File: config.mk
export PLATFORM = sky130hd
export DESIGN_NAME = sclk_divgen
export DESIGN_NICKNAME = d
export VERILOG_FILES = /design/src/rtl/sclkdiv_pkg.sv /design/src/rtl/sclkdiv_decode.sv /design/src/rtl/sclkdiv_phase.sv /design/src/rtl/sclk_divgen.sv
export SDC_FILE = /design/constraint.sdc
export NUM_CORES = 1
export LEC_CHECK = 0
export CORE_ASPECT_RATIO = 1.1
export CORE_MARGIN = 1
export CORE_UTILIZATION = 32
export CTS_CLUSTER_SIZE = 14
export DETAILED_ROUTE_END_ITERATION = 8
export DONT_BUFFER_PORTS = 1
export MAX_ROUTING_LAYER = met4
export SYNTH_ARGS = -nofsm -noshare
export SYNTH_HDL_FRONTEND = slang
export SYNTH_SLANG_ARGS = --single-unit
File: constraint.sdc
create_clock -name clk -period 3.7 [get_ports clk]
set_input_delay 0.74 -clock clk [delete_from_list [all_inputs] [get_ports clk]]
set_output_delay 0.74 -clock clk [all_outputs]
set_load 0.02 [all_outputs]
File: src/rtl/sclkdiv_pkg.sv
package sclkdiv_pkg;

   typedef enum logic {
      LAW_POW2   = 1'b0,
      LAW_LINEAR = 1'b1
   } div_law_e;

   // counter width able to hold the longest half period of either law
   function automatic int half_width(input int lin_w, input int exp_w);
      int exp_bits;
      exp_bits = 1 << exp_w;
      return (lin_w + 1 > exp_bits) ? lin_w + 1 : exp_bits;
   endfunction

endpackage

File: src/rtl/sclkdiv_decode.sv
module sclkdiv_decode
   import sclkdiv_pkg::*;
#(
   parameter int LIN_W  = 8,
   parameter int EXP_W  = 4,
   parameter int HALF_W = 16
) (
   input  logic [LIN_W-1:0]  lin_set,
   input  logic [EXP_W-1:0]  exp_set,
   input  div_law_e          law,
   output logic [HALF_W-1:0] half_len
);

   logic [HALF_W-1:0] lin_half;
   logic [HALF_W-1:0] exp_half;

   always_comb begin
      lin_half = HALF_W'(lin_set) + HALF_W'(1);
      exp_half = HALF_W'(1) << exp_set;
      half_len = (law == LAW_LINEAR) ? lin_half : exp_half;
   end

endmodule

File: src/rtl/sclkdiv_phase.sv
module sclkdiv_phase #(
   parameter int HALF_W = 16
) (
   input  logic              clk,
   input  logic              rst_n,
   input  logic              run,
   input  logic              cpol,
   input  logic [HALF_W-1:0] half_len,
   output logic              sclk,
   output logic              lead_stb,
   output logic              trail_stb
);

   logic [HALF_W-1:0] cnt;
   logic              pol_q;
   logic              wrap;

   assign wrap = (cnt == half_len - HALF_W'(1));

   always_ff @(posedge clk or negedge rst_n) begin
      if (!rst_n) begin
         cnt       <= '0;
         sclk      <= 1'b0;
         pol_q     <= 1'b0;
         lead_stb  <= 1'b0;
         trail_stb <= 1'b0;
      end else if (!run) begin
         cnt       <= '0;
         sclk      <= cpol;
         pol_q     <= cpol;
         lead_stb  <= 1'b0;
         trail_stb <= 1'b0;
      end else if (wrap) begin
         cnt       <= '0;
         sclk      <= ~sclk;
         lead_stb  <= (sclk == pol_q);
         trail_stb <= (sclk != pol_q);
      end else begin
         cnt       <= cnt + HALF_W'(1);
         lead_stb  <= 1'b0;
         trail_stb <= 1'b0;
      end
   end

   p_sclk_rest_r2: assert property (@(posedge clk) disable iff (!rst_n)
      !run |=> (sclk == $past(cpol)));

   p_idle_quiet_r2: assert property (@(posedge clk) disable iff (!rst_n)
      !run |=> (!lead_stb && !trail_stb));

   p_cnt_bound_r6: assert property (@(posedge clk) disable iff (!rst_n)
      cnt < half_len);

   p_strobe_excl_r7: assert property (@(posedge clk) disable iff (!rst_n)
      !(lead_stb && trail_stb));

   p_lead_away_r7: assert property (@(posedge clk) disable iff (!rst_n)
      lead_stb |-> (sclk != pol_q));

   p_trail_home_r7: assert property (@(posedge clk) disable iff (!rst_n)
      trail_stb |-> (sclk == pol_q));

endmodule

File: src/rtl/sclk_divgen.sv
module sclk_divgen
   import sclkdiv_pkg::*;
#(
   parameter int LIN_W   = 8,
   parameter int EXP_W   = 4,
   parameter int LIN_LSB = 0,
   parameter int EXP_LSB = 8,
   parameter int SEL_POS = 12,
   parameter int CFG_W   = 13
) (
   input  logic             clk,
   input  logic             rst_n,
   input  logic             run_en,
   input  logic             cpol,
   input  logic [CFG_W-1:0] div_cfg,
   output logic             sclk,
   output logic             lead_stb,
   output logic             trail_stb
);

   localparam int HALF_W = half_width(LIN_W, EXP_W);

   if (LIN_LSB + LIN_W > CFG_W) begin : g_bad_lin
      $error("linear setting field exceeds divider word");
   end
   if (EXP_LSB + EXP_W > CFG_W) begin : g_bad_exp
      $error("power-of-two setting field exceeds divider word");
   end
   if (SEL_POS >= CFG_W) begin : g_bad_sel
      $error("law select bit outside divider word");
   end

   logic [HALF_W-1:0] half_new;
   logic [HALF_W-1:0] half_q;
   div_law_e          law;

   assign law = div_law_e'(div_cfg[SEL_POS]);

   sclkdiv_decode #(
      .LIN_W (LIN_W),
      .EXP_W (EXP_W),
      .HALF_W(HALF_W)
   ) u_decode (
      .lin_set (div_cfg[LIN_LSB +: LIN_W]),
      .exp_set (div_cfg[EXP_LSB +: EXP_W]),
      .law     (law),
      .half_len(half_new)
   );

   // divider setting is captured only while idle
   always_ff @(posedge clk or negedge rst_n) begin
      if (!rst_n) begin
         half_q <= HALF_W'(1);
      end else if (!run_en) begin
         half_q <= half_new;
      end
   end

   sclkdiv_phase #(
      .HALF_W(HALF_W)
   ) u_phase (
      .clk      (clk),
      .rst_n    (rst_n),
      .run      (run_en),
      .cpol     (cpol),
      .half_len (half_q),
      .sclk     (sclk),
      .lead_stb (lead_stb),
      .trail_stb(trail_stb)
   );

   p_cfg_hold_r8: assert property (@(posedge clk) disable iff (!rst_n)
      run_en |=> $stable(half_q));

endmodule

Yosys cells after proc, flatten, opt, wreduce, memory -nomap -nowiden
Index checks and enable logic that the tools add are counted.
{"block": "totals", "ff_bits": 36, "latchBits": 0, "ramBits": 0, "mem_bits_ro": 0, "in_bits": 17, "out_inout_bits": 3, "n_memories": 0}
{"block": "classes", "addsub": 3, "n_mul": 0, "div": 0, "magnitude_cmp": 0, "eq_ne": 4, "n_shift": 1, "muxes": 9, "bitwise_logic": 1, "n_reduce_logical": 0}
{"operator": "two-way mux 16 bit", "count": 3}
{"operator": "adder 16 x 1 -> 16 bit (second input constant)", "count": 1}
{"operator": "equality test 16 bit", "count": 1}
{"operator": "left shift 1 x 4 -> 16 bit (first input constant)", "count": 1}
{"operator": "subtractor 16 x 1 -> 16 bit (second input constant)", "count": 1}
{"operator": "adder 8 x 1 -> 9 bit (second input constant)", "count": 1}
{"operator": "two-way mux 1 bit", "count": 6}
{"operator": "inequality test 2 x 1 -> 1 bit (second input constant)", "count": 1}
{"operator": "equality test 1 bit", "count": 1}
{"operator": "inequality test 1 bit", "count": 1}
{"operator": "inverter 1 bit", "count": 1}

Logic depth before layout (Yosys ltp)
Gate-level depths: netlist of the first run.
{"block": "depth", "depth_word": 4, "depth_mapped": 9}

By module
From an unflattened synthesis of the first run, not the netlist that was laid out.
{"block": "unflattened", "hier_cells": 276, "area_unflattened_um2": 2662.6}
{"module": "sclkdiv_phase", "n_inst": 1, "cells_each": 189, "area_per_inst_um2": 1696.6}
{"module": "sclk_divgen", "n_inst": 1, "cells_each": 34, "area_per_inst_um2": 650.6}
{"module": "sclkdiv_decode", "n_inst": 1, "cells_each": 53, "area_per_inst_um2": 315.3}

Worst setup path after synthesis of the first run
No wires, ideal clock.
{"block": "synth_timing", "path_type": "reg2reg", "startpoint": "register half_q[1]", "endpoint": "register u_phase.cnt[1]", "arrival_ps": 2754, "setup_slack_ps": 827, "path_stages_with_launch": 9, "n_path_buf": 0, "path_cell_list": "dfrtp_1 -> inv_1 -> ha_1 -> or3b_4 -> o31a_1 -> o41a_1 -> a211o_1 -> or4_4 -> and3_1"}
{"block": "synth_between", "elab_chain_len": 4}
{"item": "start, declared", "line_no": "sclk_divgen.sv:34", "source": "logic [HALF_W-1:0] half_q;"}
{"item": "start signal, assigned", "line_no": "sclk_divgen.sv:55", "source": "half_q <= half_new;"}
{"item": "subtractor 16 x 1 -> 16 bit", "line_no": "sclkdiv_phase.sv:18", "source": "assign wrap = (cnt == half_len - HALF_W'(1));"}
{"item": "equality test 16 bit", "line_no": "sclkdiv_phase.sv:18"}
{"item": "two-way mux 16 bit", "line_no": "sclkdiv_phase.sv:33", "source": "end else if (wrap) begin"}
{"item": "two-way mux 16 bit", "line_no": "sclkdiv_phase.sv:27", "source": "end else if (!run) begin"}
{"item": "end signal, assigned", "line_no": "sclkdiv_phase.sv:39", "source": "cnt <= cnt + HALF_W'(1);"}
{"item": "end, declared", "line_no": "sclkdiv_phase.sv:14", "source": "logic [HALF_W-1:0] cnt;"}
Every way passes these cells.
A chain may end at the register's enable or synchronous reset.

Final worst setup path of the first run
Ends and elaborated chain as after synthesis.

==> impl.org, run 1 <==
** Run status
- The flow ran to the end, and the final reports show no timing, DRC or antenna violations.

** Layout
- At the end of the flow the core is filled with cells to 35.8%.
- Leaving out fill and tap cells, the most frequent cells in the layout are dfrtp_1 (35), nor2_1 (27), xnor2_1 (21).
- The repair_antennas step left the layout with diodes totalling 0.
- Leading cell type in the layout, fill and taps excluded :: dfrtp_1
- Compared with the post-synthesis result, the final layout area differs by 8.60%.
- Fraction of final layout cells with drive strength greater than 1 :: 6.94%
- The net count of the finished layout is 264.

** Placed design
- DP Wirelength :: 3.73 mm
- Last weighted congestion value of the routability-driven placer :: 0.875
- Number of buffer cells added on primary ports :: 0

** Detailed routing
- WL final :: 4.86 mm
- Via count :: 1,779
- Dividing the detail-routed wire length by the instance count gives 14.7 um.
- After detailed routing, the number of remaining DRC violations is 0.
- The first detailed-routing pass took 4 iterations.
- Number of DRC markers in iteration 0 :: 123
- Average vias per placed instance :: 5.39
- Number of antenna-violating nets in the routed design :: 0

** Pwr
- Per report_power, the sequential group accounts for 47.2% of the total.
- The internal portion of the total power is 0.706 mW.
- Per report_power, the combinational group accounts for 12.4% of the total.
- Peak supply drop :: 0.231 mV
- Net switching fraction of the power :: 24.8%
- The completed layout was analyzed and its total power is 0.939 mW.
- Summed over all cells, the static leakage comes to 1.00 nW.
- For this design the ratio of total power to cell area is 376 nW/um^2.
- Sw Pwr :: 0.232 mW
- Per report_power, the clock group accounts for 40.4% of the total.

** Clock tree
- Sinks on the clock net :: 36
- The number of clock buffers added by TritonCTS is 5.
- The number of setup buffers added after CTS is 0.
- The number of gates resized after CTS was 0.
- Clock-pin slew was measured on the worst setup and hold paths at 70 ps.
- The tree is rooted in a clkbuf_8.
- Clock latency on the worst-skew pair :: 290 ps
- The H-tree generated during clock tree synthesis spans 2 levels.
- CTS tree :: done
- Hold buffers post-CTS :: 0
- In this run the deepest clock path goes through 2 buffers.

** Logic synthesis
- Async set-reset flop share out of synthesis :: 100%
- For this run, the register share of the synthesized area comes to 39.2%.
- Number of distinct library cells after synthesis :: 52
- Average cell area after synthesis :: 9.34 um^2
- The synthesized design contains 36 register bits.
- In this run, synthesis inferred 0 flip-flops with an integrated enable.
- Mapped Cells :: 246
- Synthesized Nets :: 266
- Leading register cell type out of synthesis :: dfrtp_1
- Ys Warns :: 0
- The cell area that synthesis handed to floorplanning was 2300 um^2.

** Worst setup path
- Start-to-end type of the worst setup path :: flip-flop to flip-flop
- The number of buffers and inverters on the critical path is 1.
- In this design, the stage delay of the slowest critical-path cell is 580 ps.
- The critical path goes through inv_1 -> ha_1 -> or3b_4 -> o31a_1 -> o41a_1 -> a211o_1 -> or4_4 -> and3_1.
- STA classifies the critical path endpoint as a flip-flop.
- Of all nets on the critical path, the largest fanout is 5.
- Cell with the largest stage delay on the worst path :: or4_4
- In this run the worst setup path terminates at u_phase.cnt[1]$_DFF_PN0_.
- Path depth of the worst reg2reg path :: 8
- Worst setup SP type :: flip-flop
- Data arrival at the endpoint of the critical path :: 3230 ps
- Reg2reg end :: u_phase.cnt[1]$_DFF_PN0_
- Among cell families on the critical path, the largest total delay comes from simple AND/OR/NAND/NOR gates.
- Path length in cells of the critical path :: 8
- Launch point of the critical path :: half_q[1]$_DFFE_PN0N_
- Reg2Reg Launch Point :: half_q[1]$_DFFE_PN0N_
- Data on the critical path is required at its endpoint by 3880 ps.
- Register-to-register setup slack :: 660 ps

** STA
- In the finished design, the share of the clock period the worst path needs comes to 82.3%.
- At the pin with the least slew margin, the transition time is 778 ps.
- Measured against its own limit, the worst slew margin works out to 47.4%.
- Static timing analysis puts the maximum clock frequency at 329 MHz.
- The clock arrives with 4.15 ps of skew.
- The clock period could shrink to 3040 ps.
- Post-Route Hold Slack :: 137 ps
- Fin. max-slew vios :: 0
- Setup repair after global routing left no endpoint under its margin.
- Final Hold Vio Count :: 0
- Setup_tns :: 0 ps
- Setup violators final :: 0

** Floorplan
- In this run the core area contains 32 standard-cell rows.
- The floorplan step set the die height to 90.9 um.
- In this run the count of I/O pins placed on the die edge is 20.
- Starting density of the core :: 33.0%
- Die X-Extent :: 82.8 um
- The region available for standard cell placement spans 6970 um^2.
- Die Footprint :: 7530 um^2

** GRT
- Remaining Overflow, GRT :: 0
- Entering global routing, the biggest net connects 37 pins.
- Global routing used 14.0% of the available tracks.
- The number of antenna violations at the first check in global routing was 0.
- Global-route wire length before repair :: 8.09 mm
- Vias in the first global route :: 1,700

** Min path
- Class of the tightest hold or removal check :: input pin to asynchronous set/reset pin

** Flow run
- Max-cap violations :: 0
==> Yosys cell counts, drive strengths merged, types with 2 or more instances <==
master   instances  area, um^2
a31oi            2        12.5
and4             2        17.5
or4              2        18.8
nand3           10        50.1
a32o             2        20.0
nand2b           6        37.5
nor2            27         101
a2111oi          3        26.3
a32oi            2        17.5
ha               3        37.5
a22oi            2        15.0
nand3b           3        22.5
a22o             5        43.8
o21ai            5        25.0
nand2           14        52.6
nor3b            3        27.5
nor4b            2        17.5
xnor2           21         184
clkbuf           7        26.3
dfrtp           35         876
buf              5        31.3
nor4             5        31.3
inv              9        33.8
and3             3        18.8
a21oi            6        30.0
nor2b            4        25.0
xor2            20         175
o31a             2        17.5
nor3             8        45.0
nand4            8        50.1
a221oi           5        43.8
==> flip-flops by register name, summed over array words and instances (netlist names) <==
name,flops
u_phase.trail_stb,1
u_phase.sclk,1
u_phase.pol_q,1
u_phase.lead_stb,1
u_phase.cnt,16
half_q,16
==> final cells by class <==
class / instances / area [um^2]
Clock buffer: 7 / 96.3
Clock inverter: 1 / 30.0
Fill cell: 741 / 4470
Inverter: 9 / 33.8
Multi-Input combinational cell: 189 / 1310
Sequential cell: 36 / 902
Tap cell: 85 / 106
Timing Repair Buffer: 3 / 22.5
==> how the worst min path moves through the flow <==
stage,start,to,slack (ps)
final,rst_n,half_q[11]$_DFFE_PN0N_,140
after global routing,rst_n,half_q[10]$_DFFE_PN0N_,120
after CTS,rst_n,u_phase.cnt[11]$_DFF_PN0_,130
after detailed placement,rst_n,u_phase.cnt[11]$_DFF_PN0_,450
after global placement,rst_n,u_phase.cnt[11]$_DFF_PN0_,450
after floorplan,rst_n,half_q[10]$_DFFE_PN0N_,440
==> power by group through the flow <==
stage	registers, mW	logic (mW)	clock network [mW]
global route	0.447	0.130	0.396
global placement	0.450	0.115	0
floorplan	0.435	0.110	0
finish	0.443	0.116	0.379
CTS	0.443	0.117	0.386
detailed placement	0.450	0.116	0
==> routing by layer <==
metal	up-vias	GRT usage (%)	wire length [um]
met2	37	23.2	2400
li1	879	-	-
met4	0	4.17	55
met1	857	16.6	2190
met3	6	3.66	211
met5	-	-	0
==> cells by family (layout without fill, tap and decap cells) <==
group                      after synthesis  in the layout  share of synthesized area, %
AOI/OAI and AO/OA                       42             42                          14.7
buffers and inverters                   21             20                          3.97
and+or+nand+nor                        102            102                          24.4
DFF                                     36             36                          39.2
adders and majority gates                3              3                          1.63
muxes                                    1              1                         0.436
xor gates and xnor gates                41             41                          15.6
==> per-stage QoR <==
step	worst slack (ps)	cells	area, um^2
finish	656	330	2500
global route	546	330	2500
CTS	673	330	2500
detailed placement	682	322	2370
global placement	750	322	2370
floorplan	827	246	2300
Power figures use the tool's default switching activity.
==> run 2: changes to the inputs <==
==> constraint.sdc (replaced) <==
create_clock -name clk -period 2.65 [get_ports clk]
set_input_delay 0.53 -clock clk [delete_from_list [all_inputs] [get_ports clk]]
set_output_delay 0.53 -clock clk [all_outputs]
set_load 0.02 [all_outputs]
==> impl.org, run 2 (synthesized netlist as in run 1, its figures left out) <==
** Worst setup path
- The endpoint class of the critical path is a flip-flop (unchanged).
- Start-to-end type of the worst setup path :: flip-flop to flip-flop (unchanged)
- Cells traversed along the worst timing path: inv_2 -> ha_4 -> or3b_4 -> o31a_1 -> o41a_1 -> a211o_1 -> or4_4 -> and3_4 (was inv_1 -> ha_1 -> or3b_4 -> o31a_1 -> o41a_1 -> a211o_1 -> or4_4 -> and3_1).
- Register-to-register setup slack :: 4 ps (was 660 ps)
- The cell depth of the worst flop-to-flop path was 8 (unchanged).
- The arrival time of the worst setup path is 2830 ps (was 3230 ps).
- Critical path's largest stage delay :: 470 ps (was 580 ps)
- The startpoint kind of the worst setup timing path is a flip-flop (unchanged).
- The required time reported for the critical path endpoint was 2830 ps (was 3880 ps).
- The critical register-to-register path endpoint is u_phase.cnt[1]$_DFF_PN0_ (unchanged).
- The startpoint of the lowest-slack register-to-register path was half_q[1]$_DFFE_PN0N_ (unchanged).
- The library cell contributing the largest single delay on the critical path is or4_4 (unchanged).
- Worst-path fanout max :: 3 (was 5)

** Layout
- Net total in the final layout :: 278 (was 264)
- Count of placed standard cells in the final layout, fillers left out :: 344 (was 330)
- Area growth, synth to finish :: 13.8% (was 8.60%)
- Largest registers ranked by flip-flop count :: half_q (16), u_phase.cnt (16) (unchanged)
- Leading cell type in the layout, fill and taps excluded :: dfrtp_1 (unchanged)
- Most used cells in the layout excluding fill and tap cells: dfrtp_1 (35), nor2_1 (27), xnor2_1 (21) (unchanged).
- Fraction of final layout cells with drive strength greater than 1 :: 13.1% (was 6.94%)
- Final design utilization :: 37.6% (was 35.8%)
- The number of diodes added for antenna fixing came to 0 (unchanged).
- Final cell area excluding filler cells :: 2620 um^2 (was 2500 um^2)

** STA
- Setup repair after global routing missed its margin: true (was false).
- The final setup violation count was 0 (unchanged).
- The worst relative slew slack came to 53.8% (was 47.4%).
- Post-Route Hold Slack :: 70.1 ps (was 137 ps)
- Least-Margin Pin Slew :: 683 ps (was 778 ps)
- Final critical delay including setup and external delays :: 2650 ps (was 3040 ps)
- Worst Slack Setup Final :: 4.18 ps (was 656 ps)
- Timing-limited maximum frequency :: 378 MHz (was 329 MHz)
- The clock skew after layout came to 5.26 ps (was 4.15 ps).
- Final Cycle Share :: 99.8% (was 82.3%)
- Setup_tns :: 0 ps (unchanged)
- The number of endpoints with negative hold slack in the final report was 0 (unchanged).
- The final max-slew violation count was 0 (unchanged).

** GRT
- The number of antenna violations at the first check in global routing is 0 (unchanged).
- Pin count of the biggest net entering global routing :: 36 (was 37)
- The number of global-route vias before repair is 1,759 (was 1,700).
- The total global routing overflow came to 0 (unchanged).
- The global routing usage summed across all routing layers came to 14.4% (was 14.0%).
- The global-route wire length before repair is 8.44 mm (was 8.09 mm).

** Floorplan
- Starting density of the core :: 33.0% (unchanged)
- The standard cell core area came to 6970 um^2 (unchanged).
- Vertical die dimension :: 90.9 um (unchanged)
- The number of standard-cell rows in the floorplan came to 32 (unchanged).
- The I/O pin total is 20 (unchanged).
- Die Footprint :: 7530 um^2 (unchanged)
- The width of the die was 82.8 um (unchanged).

** Pwr
- Cell internal pwr :: 0.900 mW (was 0.706 mW)
- Reported leakage power :: 1.06 nW (was 1.00 nW)
- Power share of the sequential group :: 49.5% (was 47.2%)
- The switching portion of total power is 27.3% (was 24.8%).
- The maximum resistive drop on vdd was 0.244 mV (was 0.231 mV).
- Share of total power in the clock network :: 32.5% (was 40.4%)
- Power, Total :: 1.24 mW (was 0.939 mW)
- Share of total power in combinational logic :: 18.0% (was 12.4%)
- Pwr/cell area :: 473 nW/um^2 (was 376 nW/um^2)
- The net switching power of the design came to 0.338 mW (was 0.232 mW).

** Clock tree
- Number of clock buffers inserted by TritonCTS :: 5 (unchanged)
- The clock tree buffer depth is 2 (unchanged).
- Clock H-tree levels :: 2 (unchanged)
- The clock tree root driver cell was clkbuf_8 (unchanged).
- The TritonCTS clock tree was done (unchanged).
- The number of clock sinks was 36 (unchanged).
- The clock insertion delay at the later pin of the skew report came to 290 ps (about the same).
- Clk pin slew, worst setup/hold paths :: 70 ps (about the same)

** Min path
- Class of the tightest hold or removal check :: input pin to asynchronous set/reset pin (unchanged)

** Placed design
- The number of port buffers was 0 (unchanged).
- The placer congestion estimate is 0.834 (was 0.875).
- The cell total after placement is 333 (was 322).
- Pre-CTS setup slack :: -59.0 ps (was 682 ps)
- The placed standard-cell area is 2470 um^2 (was 2370 um^2).
- DP Wirelength :: 3.72 mm (was 3.73 mm)

** Detailed routing
- The routed wire length came to 4.99 mm (was 4.86 mm).
- Detailed-route DRC error count :: 0 (unchanged)
- The total vias in the final route is 1,830 (was 1,779).
- The number of DRC markers in iteration 0 came to 85 (was 123).
- Number of antenna-violating nets in the routed design :: 0 (unchanged)
- Average vias per placed instance :: 5.32 (was 5.39)
- The per-cell routed wire length is 14.5 um (was 14.7 um).
- The number of optimization iterations in the first detailed-route pass is 4 (unchanged).

** Flow run
- Max-cap violations :: 0 (unchanged)

** Run status
- Status: finished, final reports clean (unchanged).
## run 2: power groups by stage
stage | logic (mW) | registers (mW) | clock network [mW]
after global placement | 0.195 | 0.622 | 0
after detailed placement | 0.196 | 0.623 | 0
after floorplan | 0.154 | 0.608 | 0
final | 0.222 | 0.613 | 0.403
after global routing | 0.248 | 0.619 | 0.423
after CTS | 0.217 | 0.612 | 0.408
## run 2: metal layers
metal / wire length, um / up-vias / track usage, %
li1: - / 910 / -
met1: 2230 / 875 / 17.5
met2: 2480 / 38 / 24.3
met3: 227 / 7 / 2.56
met4: 46 / 0 / 4.31
met5: 0 / - / -
## run 2: how the worst max path moves through the flow
stage / start / to / slack (ps)
finish: half_q[1]$_DFFE_PN0N_ / u_phase.cnt[1]$_DFF_PN0_ / 4
global route: half_q[1]$_DFFE_PN0N_ / u_phase.cnt[1]$_DFF_PN0_ / -90
CTS: half_q[0]$_DFFE_PN1N_ / u_phase.lead_stb$_DFF_PN0_ / 1
detailed placement: half_q[1]$_DFFE_PN0N_ / u_phase.cnt[1]$_DFF_PN0_ / -60
global placement: half_q[1]$_DFFE_PN0N_ / u_phase.cnt[1]$_DFF_PN0_ / 6
floorplan: half_q[1]$_DFFE_PN0N_ / u_phase.cnt[1]$_DFF_PN0_ / 1
## run 2: repair_timing
item                                   4_1_cts  5_1_grt
buffers inserted                             1        1
pin swaps                                    2        1
gates cloned                                 0        0
resized for setup                            2        6
hold buffers                                 1        0
setup endpoints to repair                    3       18
endpoints found under the hold margin       35        0
## run 2: area by class of cell
| cell class | count | area (um^2) |
|---|---|---|
| inverter | 9 | 33.8 |
| clock buffer | 8 | 90.1 |
| fill | 730 | 4350 |
| tap | 85 | 106 |
| multi-input combinational | 189 | 1330 |
| sequential | 36 | 902 |
| timing repair buffer | 17 | 153 |
## run 2: worst max-delay path: cells and delay by family, from the launching register on
family          cells  cell delay (ps)
simple gates        3             1020
fa+ha+maj           1              120
flops               1              400
compound gates      3              910
buf+inv             1               80
